===== src/rtl/fs_chk_pkg.sv =====
package fs_chk_pkg;
  typedef enum logic [1:0] {
    PROTO_FREE  = 2'b00,
    PROTO_SPDIF = 2'b01,
    PROTO_AC97  = 2'b10,
    PROTO_FREE2 = 2'b11
  } proto_e;

  typedef enum logic {
    ST_HUNT = 1'b0,
    ST_LOCK = 1'b1
  } lock_e;
endpackage


===== src/rtl/fs_frame_cnt.sv =====
module fs_frame_cnt
  import fs_chk_pkg::*;
#(
  parameter int FRL_W = 8
) (
  input  logic             clk_i,
  input  logic             rst_ni,
  input  logic             active_i,
  input  logic             tick_i,
  input  logic             edge_i,
  input  logic [FRL_W-1:0] frl_i,
  output logic             early_o,
  output logic             late_o,
  output logic             locked_o
);
  localparam int CNT_W = FRL_W + 1;

  lock_e            st_q, st_d;
  logic [CNT_W-1:0] cnt_q, cnt_d, exp_len;

  assign exp_len = CNT_W'(frl_i) + CNT_W'(1);

  always_comb begin
    st_d    = st_q;
    cnt_d   = cnt_q;
    early_o = 1'b0;
    late_o  = 1'b0;
    if (!active_i) begin
      st_d  = ST_HUNT;
      cnt_d = '0;
    end else if (tick_i) begin
      unique case (st_q)
        ST_HUNT: begin
          if (edge_i) begin
            st_d  = ST_LOCK;
            cnt_d = CNT_W'(1);
          end
        end
        ST_LOCK: begin
          if (edge_i) begin
            early_o = (cnt_q < exp_len);
            cnt_d   = CNT_W'(1);
          end else if (cnt_q >= exp_len) begin
            // missing sync: drop lock, wait for next edge
            late_o = 1'b1;
            st_d   = ST_HUNT;
            cnt_d  = '0;
          end else begin
            cnt_d = cnt_q + CNT_W'(1);
          end
        end
        default: st_d = ST_HUNT;
      endcase
    end
  end

  always_ff @(posedge clk_i or negedge rst_ni) begin
    if (!rst_ni) begin
      st_q  <= ST_HUNT;
      cnt_q <= '0;
    end else begin
      st_q  <= st_d;
      cnt_q <= cnt_d;
    end
  end

  assign locked_o = (st_q == ST_LOCK);
endmodule


===== config.mk =====
export PLATFORM = sky130hd
export DESIGN_NAME = fs_frame_cnt
export DESIGN_NICKNAME = d
export VERILOG_FILES = /design/src/rtl/fs_chk_pkg.sv /design/src/rtl/fs_frame_cnt.sv
export SDC_FILE = /design/constraint.sdc
export NUM_CORES = 1
export LEC_CHECK = 0
export ABC_AREA = 0
export BUFFER_PORTS_ARGS = -buffer_cell sky130_fd_sc_hd__buf_2
export CAP_MARGIN = 40
export CORE_MARGIN = 3
export CORE_UTILIZATION = 35
export DETAILED_ROUTE_END_ITERATION = 7
export GPL_TIMING_DRIVEN = 0
export PLACE_DENSITY = 0.55
export SLEW_MARGIN = 20
export SYNTH_ARGS = -nofsm -noshare
export SYNTH_HDL_FRONTEND = slang
export SYNTH_SLANG_ARGS = --single-unit

===== constraint.sdc =====
create_clock -name clk_i -period 1.9 [get_ports clk_i]
set_input_delay 0.19 -clock clk_i [delete_from_list [all_inputs] [get_ports clk_i]]
set_output_delay 0.19 -clock clk_i [all_outputs]
set_load 0.005 [all_outputs]

==> flow_summary.ini <==
[status]
status = complete, but fails checks
violations = setup timing

[synth]
yosys_warnings = 0
synth_cell_type_count = 34
synth_nets = 139
syn-mean-instance-area_um2 = 8.204
syn_inst = 115
synth_seq_cells = 10
yosysSeqAreaShare_pct = 26.53
synth_area_um2 = 943.4

[cts]
htreeDepth = 1
numCtsBuffers = 3
clk_pin_slew_ns = 0.07
clock_sinks = 10
clk_path_buf_depth = 2
cts-root-buf = clkbuf_4
cts_tree = built
clock_latency_ns = 0.28

[sta]
fin_ws_ns = -0.3270
slew_headroom_pct = 64.58
rsz0062_at_grt = yes
timing.final.crit_period_ns = 2.227
period_share_pct = 117.2
tns_ns = -2.469
fmax_mhz = 449.0
tightestPinTransition_ns = 0.5294
finalHoldViolCount = 0
clock_skew_ns = 0.005391
finalMaxSlewViolations = 0
setup_violations = 11

[pwr]
ir_worst_vdd_uv = 352.5
internal_power_mw = 0.3865
p_sw_share_pct = 28.05
pwr-share-seq_pct = 41.3
p_leak_nw = 0.5337
switchingPower_mw = 0.1507
power_frac_clock_pct = 37.0
comb_power_share_pct = 21.7
total_power_mw = 0.5372
pwr_density_cell_nw_per_um2 = 427.2

[floorplan]
io_pins = 16
initial_core_util_pct = 37.40
fp.dieH_um = 57.92
dieArea_um2 = 3354
core_region_area_um2 = 2522
row_count = 18
die_x_um = 57.92

[grt]
overflow = 0
antenna_found_initial = 0
grt_pass1_wl_mm = 4.229
grt_max_degree = 11
grt_pass1_vias = 966
grt_usage_pct = 16.50

[placement]
gp_congestion = 0.7824
dp_slack_ns = -0.6167
port_buffers = 15
dpl.hpwl_mm = 1.793

[min_path]
hold_path_depth = 2
holdCritPathClass = input pin to flip-flop

[worst_setup_path]
end_kind = primary output
cp-start-kind = input pin
cp_max_fo = 4
crit_arrival_ns = 2.04
ff2ff_path_depth = 8
worstSetupPathType = input pin to primary output
required_ns = 1.71

[cells_and_area]
n_antenna_cell = 0
layout_common_cells = 12 x nand2_1, 12 x buf_2, 10 x inv_1, 10 x ha_1, 10 x dfrtp_1
nFillCells = 256
fin_nets = 168
layout-drive-gt1-share_pct = 34.27
area_growth_pct = 33.29

[run]
maxCapViolCount = 0

[route]
detail_route.wl_per_cell_um = 13.93
first_pass_iters = 4
routed_wirelength_mm = 2.410
antenna_left = 0
via_count = 946
drcViolationCount = 0
viasPerCell = 5.468
drt_iter0_drc = 32
through the flow:
step | instance area (um^2) | hold WS, ns | cells | utilization [%]
final | 1257 | 0.2109 | 173 | 49.85
after global routing | 1257 | 0.2141 | 173 | 49.85
after detailed placement | 1082 | 0.07363 | 160 | 42.91
after CTS | 1229 | 0.1878 | 172 | 48.71
after floorplan | 969.7 | -0.1056 | 115 | -
after global placement | 1082 | 0.06976 | 160 | 42.91
worst paths after layout:
kind                                 startpoint              endpoint  slack, ns
setup reg to reg           cnt_q[5]$_DFFE_PN0P_  cnt_q[2]$_DFFE_PN0P_      -0.23
min in group asynchronous                rst_ni  cnt_q[7]$_DFFE_PN0P_       0.30
setup / recovery                       frl_i[0]               early_o      -0.33
hold / removal                           tick_i  locked_o$_DFFE_PN0P_       0.21
hold reg to reg            cnt_q[8]$_DFFE_PN0P_  cnt_q[8]$_DFFE_PN0P_       0.49
max in group asynchronous                rst_ni  cnt_q[2]$_DFFE_PN0P_       1.40
kinds of logic after synthesis:
group | count (synthesis) | share of synthesized area [%]
flops | 10 | 26.53
xor+xnor | 6 | 5.570
simple gates | 49 | 27.59
fa+ha+maj | 11 | 14.59
mux | 1 | 1.061
buf+inv | 13 | 5.172
compound gates | 25 | 19.50
power by group through the flow:
stage	combinational [mW]	sequential (mW)	clock (mW)
after floorplan	0.0570	0.225	0
final	0.117	0.222	0.199
after global placement	0.0930	0.226	0
after global routing	0.134	0.223	0.222
after detailed placement	0.0969	0.226	0
after CTS	0.113	0.222	0.206
state kept, by name (all words and copies together), names as in the netlist:
signal	flops
cnt_q	9
locked_o	1
cell usage after synthesis:
library cell | n | area (um^2)
and2_1 | 1 | 6.260
a211oi_4 | 1 | 20.02
o21a_1 | 1 | 7.510
nand2_2 | 1 | 6.260
nand3_1 | 11 | 55.05
ha_1 | 11 | 137.6
inv_1 | 12 | 45.04
o22ai_1 | 5 | 31.28
xnor2_1 | 2 | 17.52
a31oi_1 | 7 | 43.79
nor3_1 | 4 | 20.02
nor3_2 | 1 | 10.01
a21oi_2 | 1 | 8.760
or2_2 | 1 | 6.260
a32o_1 | 1 | 10.01
or3_1 | 1 | 6.260
a21oi_1 | 3 | 15.01
or4b_1 | 1 | 10.01
o21ai_2 | 1 | 8.760
a211oi_2 | 1 | 12.51
and2b_1 | 1 | 7.510
inv_2 | 1 | 3.750
and3_1 | 2 | 12.51
xor2_1 | 4 | 35.03
a311oi_1 | 1 | 8.760
o21ai_0 | 2 | 10.01
nor2_1 | 5 | 18.77
nand4_1 | 5 | 31.28
o211ai_1 | 1 | 7.510
nand2_1 | 13 | 48.80
nor4_2 | 1 | 12.51
dfrtp_1 | 10 | 250.2
mux2i_1 | 1 | 10.01
nor4b_1 | 1 | 8.760
per-layer routing:
metal / share of wire, % / track usage, % / vias up
met2: 49 / 26.94 / 33
met5: 0 / 0 / -
met4: 1.2 / 4.967 / 0
li1: - / - / 477
met1: 44 / 20.96 / 432
met3: 5.4 / 4.900 / 4
cell type report:
class / count / area [um^2] / share of cell area, %
well taps: 30 / 37.54 / 2.985
flip-flops and latches: 10 / 250.2 / 19.90
clock buffers: 4 / 36.28 / 2.886
multi-input cells: 92 / 716.9 / 57.01
inverters: 13 / 48.80 / 3.881
repair buffers: 24 / 167.7 / 13.33
timing repair:
action                                 4_1_cts  5_1_grt
hold buffers                                 1        0
endpoints found under the hold margin       10        0
setup endpoints to repair                   12       12
pin swaps                                   10        6
resized for setup                           12        4
setup buffers                                7        1
gates cloned                                 0        0
critical path, cell delays in order:
cell,delay [ns]
buf_8,0.08
and3_4,0.18
nand3_2,0.06
or2_4,0.23
xor2_1,0.14
ha_1,0.28
o21ai_1,0.15
nor2_2,0.08
a211oi_4,0.27
nor4b_2,0.22
buf_2,0.15
(Power assumes the default switching activity.)
